<file path="src/rtl/slp_wdog.sv">
module slp_wdog #(
  parameter int         BASE_LOG2 = 6,
  parameter int         STEP_LOG2 = 3,
  parameter int         IRQ_BIT   = 6,
  parameter logic [7:0] MAGIC     = 8'h38
) (
  input  logic       clk,
  input  logic       rst_n,
  input  logic       tick,
  input  logic [1:0] interval_sel,
  input  logic       wd_en,
  input  logic       bus_wr,
  input  logic       bus_addr,
  input  logic [7:0] bus_wdata,
  output logic [7:0] bus_rdata,
  input  logic       pend_clr,
  output logic       sleep_irq,
  output logic       wd_reset
);
  localparam int CW = BASE_LOG2 + 3 * STEP_LOG2;
  localparam int SW = $clog2(CW + 1);

  logic [CW-1:0] sl_cnt;
  logic [CW-1:0] wrap_mask;
  logic [SW-1:0] shamt;
  logic [1:0]    wd_cnt;
  logic          msk_q, pend_q, rst_q;

  wire clr_hit = bus_wr & bus_addr;
  wire magic   = clr_hit & (bus_wdata == MAGIC);
  wire msk_wr  = bus_wr & ~bus_addr;

  assign shamt     = SW'(BASE_LOG2) + SW'(STEP_LOG2) * SW'(interval_sel);
  assign wrap_mask = ({{(CW-1){1'b0}}, 1'b1} << shamt) - {{(CW-1){1'b0}}, 1'b1};

  wire roll = tick & ~magic & ((sl_cnt & wrap_mask) == wrap_mask);

  always_ff @(posedge clk) begin
    if (!rst_n)     sl_cnt <= '0;
    else if (magic) sl_cnt <= '0;
    else if (roll)  sl_cnt <= '0;
    else if (tick)  sl_cnt <= sl_cnt + 1'b1;
  end

  always_ff @(posedge clk) begin
    if (!rst_n) begin
      wd_cnt <= '0;
      rst_q  <= 1'b0;
    end else begin
      rst_q <= 1'b0;
      if (!wd_en || clr_hit) begin
        wd_cnt <= '0;
      end else if (roll) begin
        if (wd_cnt == 2'd2) begin
          wd_cnt <= '0;
          rst_q  <= 1'b1;
        end else begin
          wd_cnt <= wd_cnt + 1'b1;
        end
      end
    end
  end

  always_ff @(posedge clk) begin
    if (!rst_n)        pend_q <= 1'b0;
    else if (roll)     pend_q <= 1'b1;
    else if (pend_clr) pend_q <= 1'b0;
  end

  always_ff @(posedge clk) begin
    if (!rst_n)      msk_q <= 1'b0;
    else if (msk_wr) msk_q <= bus_wdata[IRQ_BIT];
  end

  assign bus_rdata = bus_addr ? 8'h00 : (8'(msk_q) << IRQ_BIT);
  assign sleep_irq = pend_q & msk_q;
  assign wd_reset  = rst_q;
endmodule


</file>
<file path="config.mk">
export PLATFORM = sky130hd
export DESIGN_NAME = slp_wdog
export DESIGN_NICKNAME = d
export VERILOG_FILES = /design/src/rtl/slp_wdog.sv
export SDC_FILE = /design/constraint.sdc
export NUM_CORES = 1
export LEC_CHECK = 0
export BUFFER_PORTS_ARGS = -buffer_cell sky130_fd_sc_hd__buf_2
export CORE_ASPECT_RATIO = 1.2
export CORE_MARGIN = 2
export CORE_UTILIZATION = 45
export DETAILED_ROUTE_END_ITERATION = 7
export PLACE_DENSITY = 0.7
export SLEW_MARGIN = 0
export SYNTH_ARGS = -nofsm -noshare
export SYNTH_HDL_FRONTEND = slang
export SYNTH_SLANG_ARGS = --single-unit
</file>
<file path="constraint.sdc">
create_clock -name clk -period 2.04 [get_ports clk]
set_clock_uncertainty 0.1 [all_clocks]
set_input_delay 0.102 -clock clk [delete_from_list [all_inputs] [get_ports clk]]
set_output_delay 0.102 -clock clk [all_outputs]
set_load 0.03 [all_outputs]
</file>
Yosys cells after proc, flatten, opt, wreduce, memory -nomap -nowiden
Cells that the tools add are included.

Flip-flop bits (word level): 20. Input port bits: 17. Word-level logic and storage cells: 36.

Multiplexer cells: 5. Reductions and logical operators: 6. Bitwise operators: 11. Add/sub/neg operators: 4. Shift-type cells: 1. Equal/unequal tests: 3. $mul: 1.

Operators by type and width (number): 15-bit by 1-bit adder with 15-bit output, second input constant (1); 15-bit bitwise AND (1); 15-bit equality test (1); 1-bit by 4-bit left shift with 15-bit output, first input constant (1); 15-bit by 1-bit subtractor with 15-bit output, second input constant (1); 8-bit by 6-bit equality test with 1-bit output, second input constant (1); 7-bit two-way mux (1); 1-bit bitwise AND (6); 3-bit OR reduction (2); 3-bit by 4-bit adder with 4-bit output, first input constant (1); 2-bit by 2-bit multiplier with 4-bit output, first input constant (1); 1-bit inverter (4); 1-bit two-way mux (3); 2-bit by 1-bit adder with 2-bit output, second input constant (1); 2-bit equality test, second input constant (1); 2-bit two-way mux (1); 2-bit nonzero test (1); 2-bit OR reduction (1); 1-bit logical NOT (1); 1-bit logical OR (1).

Logic depth before layout (Yosys ltp)
Gate-level depths: netlist of run 1.

Depth after elaboration: 9. Gate-level depth with buffers: 6.

Least setup slack after synthesis of run 1
OpenSTA, ideal clock, no wires.

Path kind: flip-flop to flip-flop. From: reg sl_cnt[2]. To: reg sl_cnt[10]. Buffers on the path: 1. Cell stages (with the launch flop): 6. Data required time: 1.823 ns. Data arrival time: 1.484 ns. Clock period less this slack: 1.702 ns. Library setup time: 0.117 ns. Setup slack: 0.338 ns. Path through: dfxtp_1 nand2_1 a211o_1 o311ai_2 buf_2 nor2_1.

Longest elaborated chain between the ends: 4. Elaborated cells on any way between the ends: 5.

RTL lines: start, declared (line 23) `logic [CW-1:0] sl_cnt;`; start signal, assigned (line 42) `else if (tick) sl_cnt <= sl_cnt + 1'b1;`; parallel branches: the longest is 4 deep, another holds 15-bit by 1-bit adder with 15-bit output.

Parallel ways; which one is timed is not known. A chain may end at the register's enable or synchronous reset.

Worst setup path after layout of run 1
From: reg sl_cnt[7]. To: reg sl_cnt[13].

Same word-level chain as after synthesis.

==> results.cfg, run 1 <==
[outcome]
run_status = complete, no violations

[finish]
num-nets-final = 163
drive_above_1_share_pct = 22.4
final_cell_mix = dfxtp_1 (20), buf_2 (19), nor2_1 (16)
finish.utilization_pct = 55.2
syn_to_final_growth_pct = 19.1
fill_cells = 211
layoutNonFillerInstCount = 174
final_common_cell = dfxtp_1
diodes = 0

[detailed_routing]
wl_per_cell_um = 11.2
vias = 853
ant_nets = 0
post-route-drc-count = 0
dr.first_iter.drc_count = 23
drt_first_pass_iters = 4
detail_route.vias_per_cell = 4.90
finalWirelength_um = 1950

[sta]
slew_violations = 0
rsz0062_at_grt = no
period_needed_ns = 1.84
fmax_mhz = 544
hold_viol = 0
finalSetupTns_ns = 0
finalCritPeriodShare_pct = 90.1
setup_viol = 0

[power]
pwr-share-seq_pct = 49.9
switching_share_pct = 22.2
p_per_area_nw_per_um2 = 645
comb_power_share_pct = 9.4
irDropWorstVdd_v = 0.000471
p_clk_share_pct = 40.7
p_leak_nw = 0.501
internal_power_w = 0.000625
p_sw_w = 0.000179

[cts]
postCtsSetupRepairBufs = 0
cts_hold_buf = 3
cts-root-buf = clkbuf_4
cts_resized = 0
clock_sinks = 20
cts_max_level = 1
cts_tree = built
clock_path_buffers = 2
numCtsBuffers = 3
clk_pin_slew_ns = 0.12
clock_latency_ns = 0.31

[setup_path]
crit_fanout = 5
regToRegStartpoint = sl_cnt[7]
criticalPathCategory = register to register
cp.arrival_ns = 1.99
r2r-end = sl_cnt[13]
start_kind = register
end_kind = register
required_ns = 2.20
rrSetupSlack_ns = 0.20
rr_worst_depth = 4

[synth]
synth-simple-area-share_pct = 31.1
synthMuxAreaShare_pct = 3.83
yosys_most_used_dff = dfxtp_1
async_flop_share_pct = 0
ys_types = 35
synth-compound-area-share_pct = 7.42
yosys_warnings = 0
synth_top_family_by_area = simple AND/OR/NAND/NOR gates
syn_area_sq_um = 1050
avgSynthCellArea_sq_um = 9.02
synth_xor_area_share_pct = 10.0
synth_cells = 116
synth-seq-cells = 20
synth_edf_count = 0
synthAdderAreaFrac_pct = 2.39
ys_seq_area_share_pct = 38.3

[worst_hold_path]
hold_path_class = primary input to register
min_path_cells = 3
hold_end = sl_cnt[0]
holdCritStartpoint = tick

[floorplan]
num_rows = 19
die_x_um = 48.0
fp.dieH_um = 56.8
core_sq_um = 2260
start_util_pct = 46.3
io-pin-count = 27
die_area_sq_um = 2730

[grt]
grt_overflow = 0
grt_pass1_wl_um = 2980
antenna_found_initial = 0
grt_max_degree = 16
track_usage_pct = 15.6
grt_pass1_vias = 731

[placed_design]
gp_congestion = 0.775
dp_hpwl_um = 1420
place_inst = 167
port_buffers = 19

[job]
maxCapViolations = 0
==> kinds of logic (layout without fill, tap and decap cells) <==
group | after synthesis | count (layout)
muxes | 4 | 4
xor gates and xnor gates | 12 | 12
DFF | 20 | 20
other | 2 | 9
adders and majority gates | 2 | 2
AOI/OAI and AO/OA | 10 | 10
and+or+nand+nor | 56 | 56
buffers and inverters | 10 | 30
==> Yosys cell counts, types with 2 or more instances <==
cell type | n | share of area [%]
a21oi_1 | 3 | 1.4
and2_1 | 2 | 1.2
buf_4 | 7 | 5.0
conb_1 | 2 | 0.72
dfxtp_1 | 20 | 38
ha_1 | 2 | 2.4
inv_1 | 2 | 0.72
mux2i_1 | 4 | 3.8
nand2_1 | 11 | 3.9
nand3_1 | 2 | 0.96
nand4_1 | 6 | 3.6
nand4_2 | 2 | 2.4
nor2_1 | 16 | 5.7
nor2b_1 | 4 | 2.4
nor3_1 | 2 | 0.96
o21a_1 | 2 | 1.4
xnor2_1 | 5 | 4.2
xor2_1 | 7 | 5.9
==> registers in the layout, summed over array words and instances, names as in the netlist <==
| name | count |
|---|---|
| sl_cnt | 15 |
| wd_cnt | 2 |
| msk_q | 1 |
| pend_q | 1 |
| wd_reset | 1 |
==> critical path, cell delays in order, from the launching register on <==
cell and delay [ns]:
dfxtp_1 0.44, nand4_2 0.18, or4b_4 0.56, or3_1 0.36, a21oi_1 0.14
==> worst max path at each step <==
stage,cells after the start,start,endpoint
6_report,4,sl_cnt[7],sl_cnt[13]
3_3_place_gp,4,sl_cnt[2],sl_cnt[13]
3_5_place_dp,4,sl_cnt[6],sl_cnt[13]
5_1_grt,4,sl_cnt[2],wd_cnt[0]
2_1_floorplan,5,sl_cnt[2],sl_cnt[10]
4_1_cts,4,sl_cnt[2],sl_cnt[13]
==> per-layer routing <==
layer / wire length, um / GRT usage, %
met1: 869 / 16.4
met2: 937 / 25.0
met3: 83 / 4.18
met4: 54 / 11.2
met5: 0 / 0
==> power groups by stage <==
stage,clock [W],combinational [W],sequential [W]
after detailed placement,0,0.0000702,0.000410
after floorplan,0,0.0000559,0.000409
after global placement,0,0.0000690,0.000410
after CTS,0.000337,0.0000751,0.000402
final,0.000327,0.0000755,0.000402
after global routing,0.000348,0.0000839,0.000402
==> stage by stage <==
step / instance area [sq um] / worst slack, ns / hold WS, ns / total power [W]
floorplan: 1070 / 0.338 / 0.120 / 0.000465
global route: 1250 / 0.118 / 0.0453 / 0.000834
detailed placement: 1160 / 0.221 / 0.271 / 0.000481
global placement: 1160 / 0.292 / 0.272 / 0.000479
CTS: 1250 / 0.212 / 0.0155 / 0.000814
finish: 1250 / 0.202 / 0.0223 / 0.000804
==> cell type report <==
cell class	count	area, sq um	share of cell area [%]
clock buffers	3	22.5	1.81
multi-input cells	93	607	48.7
flip-flops and latches	20	400	32.1
repair buffers	24	140	11.2
well taps	31	38.8	3.11
inverters	2	7.51	0.602
clock inverters	1	30.0	2.41
Power figures use the tool's default switching activity.
==> run 2: changes to the inputs <==
--- a/config.mk
+++ b/config.mk
@@ -10,7 +10,7 @@
 export CORE_MARGIN = 2
 export CORE_UTILIZATION = 45
 export DETAILED_ROUTE_END_ITERATION = 7
-export PLACE_DENSITY = 0.7
+export PLACE_DENSITY = 0.72
 export SLEW_MARGIN = 0
 export SYNTH_ARGS = -nofsm -noshare
 export SYNTH_HDL_FRONTEND = slang
==> constraint.sdc (replaced) <==
create_clock -name clk -period 1.6 [get_ports clk]
set_clock_uncertainty 0.1 [all_clocks]
set_input_delay 0.08 -clock clk [delete_from_list [all_inputs] [get_ports clk]]
set_output_delay 0.08 -clock clk [all_outputs]
set_load 0.03 [all_outputs]
==> results.cfg, run 2 (same netlist as run 1, synthesis figures left out) <==
[power]
p_per_area_nw_per_um2 = 621
irDropWorstVdd_v = 0.000518
p_leak_nw = 0.606
p_total_w = 0.000926

[cts]
cts-root-buf = clkbuf_4
clk_pin_slew_ns = 0.12
cts_max_level = 1
cts_tree = built
clock_sinks = 20
clock_latency_ns = 0.30
clock_path_buffers = 2
numCtsBuffers = 3

[sta]
finalCritPeriodShare_pct = 103
period_needed_ns = 1.65
setup_viol = 4
rsz0062_at_grt = yes
hold_viol = 0
fin_ws_ns = -0.0470
fmax_mhz = 607
slew_violations = 0
finalSetupTns_ns = -0.0689

[grt]
grtUsageMet1_pct = 17.7
grt_overflow = 0
met3_usage_pct = 3.54
globalRoute.busiestLayer = met2
grt_pass1_vias = 903
track_usage_pct = 17.5
antenna_found_initial = 0
grt_pass1_wl_um = 3460
grt_max_degree = 12
grt_util_met2_pct = 32.2

[setup_path]
start_kind = register
criticalPathCategory = register to register
crit_fanout = 4
required_ns = 1.74
end_kind = register
cp.arrival_ns = 1.79

[placed_design]
dpl_cell_area_sq_um = 1300
dp_hpwl_um = 1590
gp_congestion = 0.766
place_inst = 181
port_buffers = 19

[floorplan]
start_util_pct = 46.3
fp.dieH_um = 56.8
core_sq_um = 2260
die_area_sq_um = 2730
num_rows = 19
io-pin-count = 27
die_x_um = 48.0

[finish]
largest_reg_flops = 15
largest_register = sl_cnt
reg_top3 = sl_cnt x15, wd_cnt x2
final_common_cell = buf_2
final_cell_mix = buf_2 (18), buf_4 (16), nand2_1 (11)
finish.utilization_pct = 66.0
num-nets-final = 179
layoutNonFillerInstCount = 190
diodes = 0
final_area_sq_um = 1490
drive_above_1_share_pct = 47.8
syn_to_final_growth_pct = 42.5

[outcome]
run_status = finished with violations
failed_checks = setup timing

[detailed_routing]
drt_first_pass_iters = 4
finalWirelength_um = 2380
vias = 933
post-route-drc-count = 0
detail_route.vias_per_cell = 4.91
dr.first_iter.drc_count = 9
ant_nets = 0
wl_per_cell_um = 12.5

[worst_hold_path]
hold_path_class = primary input to register

[job]
maxCapViolations = 0
run 2: changes by cell type in the layout (fill, tap and decap cells not counted), moves of 3 or more:
cell,change
buf_4,+14
dfxtp_1,-10
nor2_2,+7
dfxtp_2,+8
nor2_1,-9
buf_6,+3
run 2: routing by layer:
layer / share of wire, % / vias to the layer above
met5: 0 / -
met4: 0.67 / 0
met3: 4.5 / 2
met2: 57 / 21
met1: 38 / 435
li1: - / 475
run 2: stage by stage:
| stage | setup WS (ns) | hold slack [ns] |
|---|---|---|
| final | -0.0470 | 0.0237 |
| after detailed placement | -0.0371 | 0.271 |
| after CTS | -0.00445 | 0.0115 |
| after global placement | 0.0111 | 0.262 |
| after global routing | -0.101 | 0.0338 |
| after floorplan | -0.00609 | 0.0975 |
run 2: layout make-up:
cell class / instances / area (sq um)
Clock buffer: 4 / 36.3
Fill cell: 194 / 768
Inverter: 2 / 7.51
Multi-Input combinational cell: 93 / 716
Sequential cell: 20 / 418
Tap cell: 31 / 38.8
Timing Repair Buffer: 40 / 274
run 2: critical path, stage by stage, from the launching register on:
cell	delay (ns)
dfxtp_2	0.37
and3_4	0.18
or4b_4	0.46
or3_4	0.34
a21oi_2	0.13
run 2: final timing paths:
path / from / end / slack (ns) / depth (start not counted)
max: sl_cnt[0] / sl_cnt[13] / -0.05 / 4
min: tick / sl_cnt[1] / 0.02 / 3
max reg2reg: sl_cnt[0] / sl_cnt[13] / -0.05 / 4
min reg2reg: wd_cnt[1] / wd_cnt[1] / 0.39 / 2
run 2: timing repair:
action                                  CTS  global route
setup buffers                             2             1
hold buffers                              3             0
gates cloned                              0             0
pin swaps                                 2            13
endpoints found under the setup margin   18            19
gates resized for setup                   2            24
endpoints found under the hold margin     2             0
run 2: report_power, final:
part	internal (W)	leakage [nW]	total [W]	switching [W]
clock	0.000139	0.0210	0.000293	0.000155
combinational	0.0000540	0.418	0.000124	0.0000697
sequential	0.000502	0.167	0.000509	0.00000650
total	0.000695	0.606	0.000926	0.000231
==> run 3: changes to the inputs <==
--- a/config.mk
+++ b/config.mk
@@ -8,9 +8,8 @@
 export BUFFER_PORTS_ARGS = -buffer_cell sky130_fd_sc_hd__buf_2
 export CORE_ASPECT_RATIO = 1.2
 export CORE_MARGIN = 2
-export CORE_UTILIZATION = 45
+export CORE_UTILIZATION = 35
 export DETAILED_ROUTE_END_ITERATION = 7
-export PLACE_DENSITY = 0.72
 export SLEW_MARGIN = 0
 export SYNTH_ARGS = -nofsm -noshare
 export SYNTH_HDL_FRONTEND = slang
==> results.cfg, run 3 (same netlist as run 1, synthesis figures left out) <==
[outcome]
run_status = finished with violations
failed_checks = setup timing

[finish]
num-nets-final = 182
final_cell_mix = buf_2 (19), buf_4 (18), nand2_1 (11)
diodes = 0
largest_reg_flops = 15
multi_input_area_sq_um = 712
drive_above_1_share_pct = 46.9
fill_cells = 261
final_common_cell = buf_2
largest_register = sl_cnt
seqCellArea_sq_um = 420
syn_to_final_growth_pct = 44.6
layoutNonFillerInstCount = 196
reg_top3 = sl_cnt x15, wd_cnt x2

[power]
irDropWorstVdd_v = 0.000370
p_leak_nw = 0.621
p_per_area_nw_per_um2 = 610

[floorplan]
io-pin-count = 27
fp.dieH_um = 63.9
core_sq_um = 2810
start_util_pct = 37.2
num_rows = 21
die_x_um = 53.9
die_area_sq_um = 3440

[sta]
period_needed_ns = 1.61
holdWs_ns = 0.0624
fin_ws_ns = -0.0148
fmax_mhz = 619
setup_viol = 6
finalCritPeriodShare_pct = 101
slew_violations = 0
hold_viol = 0
rsz0062_at_grt = yes

[detailed_routing]
drt_first_pass_iters = 4
detail_route.vias_per_cell = 4.78
dr.first_iter.drc_count = 17
post-route-drc-count = 0
vias = 937
finalWirelength_um = 2260
wl_per_cell_um = 11.5
ant_nets = 0

[cts]
clock_path_buffers = 2
cts_max_level = 1
cts_tree = built
clk_pin_slew_ns = 0.11
cts-root-buf = clkbuf_4
clock_latency_ns = 0.30
numCtsBuffers = 3
clock_sinks = 20

[placed_design]
gp_congestion = 0.683
dp_slack_ns = 0.0109
port_buffers = 19
place_inst = 186
dp_hpwl_um = 1720

[grt]
grt_pass1_wl_um = 3540
track_usage_pct = 14.0
grt_max_degree = 12
antenna_found_initial = 0
grt_pass1_vias = 905
grt_overflow = 0

[worst_hold_path]
hold_path_class = primary input to register

[job]
maxCapViolations = 0

[setup_path]
required_ns = 1.70
cp.arrival_ns = 1.72
criticalPathCategory = register to register
start_kind = register
end_kind = register
crit_fanout = 8
## run 3: cell type report
cell class	count	area share, %
Timing Repair Buffer	43	19.4
Multi-Input combinational cell	93	47.1
Sequential cell	20	27.8
Inverter	2	0.496
Tap cell	34	2.81
Clock buffer	4	2.40
## run 3: what timing repair did
| item | CTS | global route |
|---|---|---|
| setup buffers | 0 | 3 |
| setup endpoints to repair | 4 | 19 |
| hold buffers | 3 | 0 |
| endpoints found under the hold margin | 2 | 0 |
| gates resized for setup | 3 | 23 |
| cloned | 0 | 0 |
| pin swaps | 0 | 13 |
## run 3: worst max-delay path, cell delays in order, from the launching register on
cell and delay (ns):
dfxtp_4 0.38, nand4_1 0.12, a211o_4 0.32, o311ai_4 0.32, buf_6 0.21, nor2_1 0.06
## run 3: through the flow
step	area [sq um]	TNS, ns	total power (W)	utilization, %
floorplan	1100	-0.00609	0.000594	-
global placement	1320	0	0.000619	47.0
detailed placement	1320	0	0.000624	47.0
CTS	1390	-0.0128	0.000924	49.5
global route	1510	-1.41	0.000976	53.8
finish	1510	-0.0638	0.000922	53.8
## run 3: layer usage
layer | share of wire [%] | vias to the layer above | GRT usage [%]
li1 | - | 479 | -
met1 | 40 | 434 | 14.8
met2 | 53 | 22 | 24.5
met3 | 5.9 | 2 | 4.21
met4 | 0.53 | 0 | 5.77
met5 | 0 | - | 0
## run 3: path summary, 6_finish.rpt
kind | from | endpoint | slack [ns] | depth (start not counted)
max | sl_cnt[3] | sl_cnt[4] | -0.01 | 5
max reg2reg | sl_cnt[3] | sl_cnt[4] | -0.01 | 5
min | tick | sl_cnt[1] | 0.06 | 3
min reg2reg | wd_cnt[1] | wd_cnt[1] | 0.39 | 2
## run 3: power breakdown
| part | switching, W | leakage [nW] | internal (W) |
|---|---|---|---|
| Sequential | 0.00000573 | 0.167 | 0.000501 |
| Clock | 0.000152 | 0.0210 | 0.000139 |
| Combinational | 0.0000725 | 0.433 | 0.0000526 |
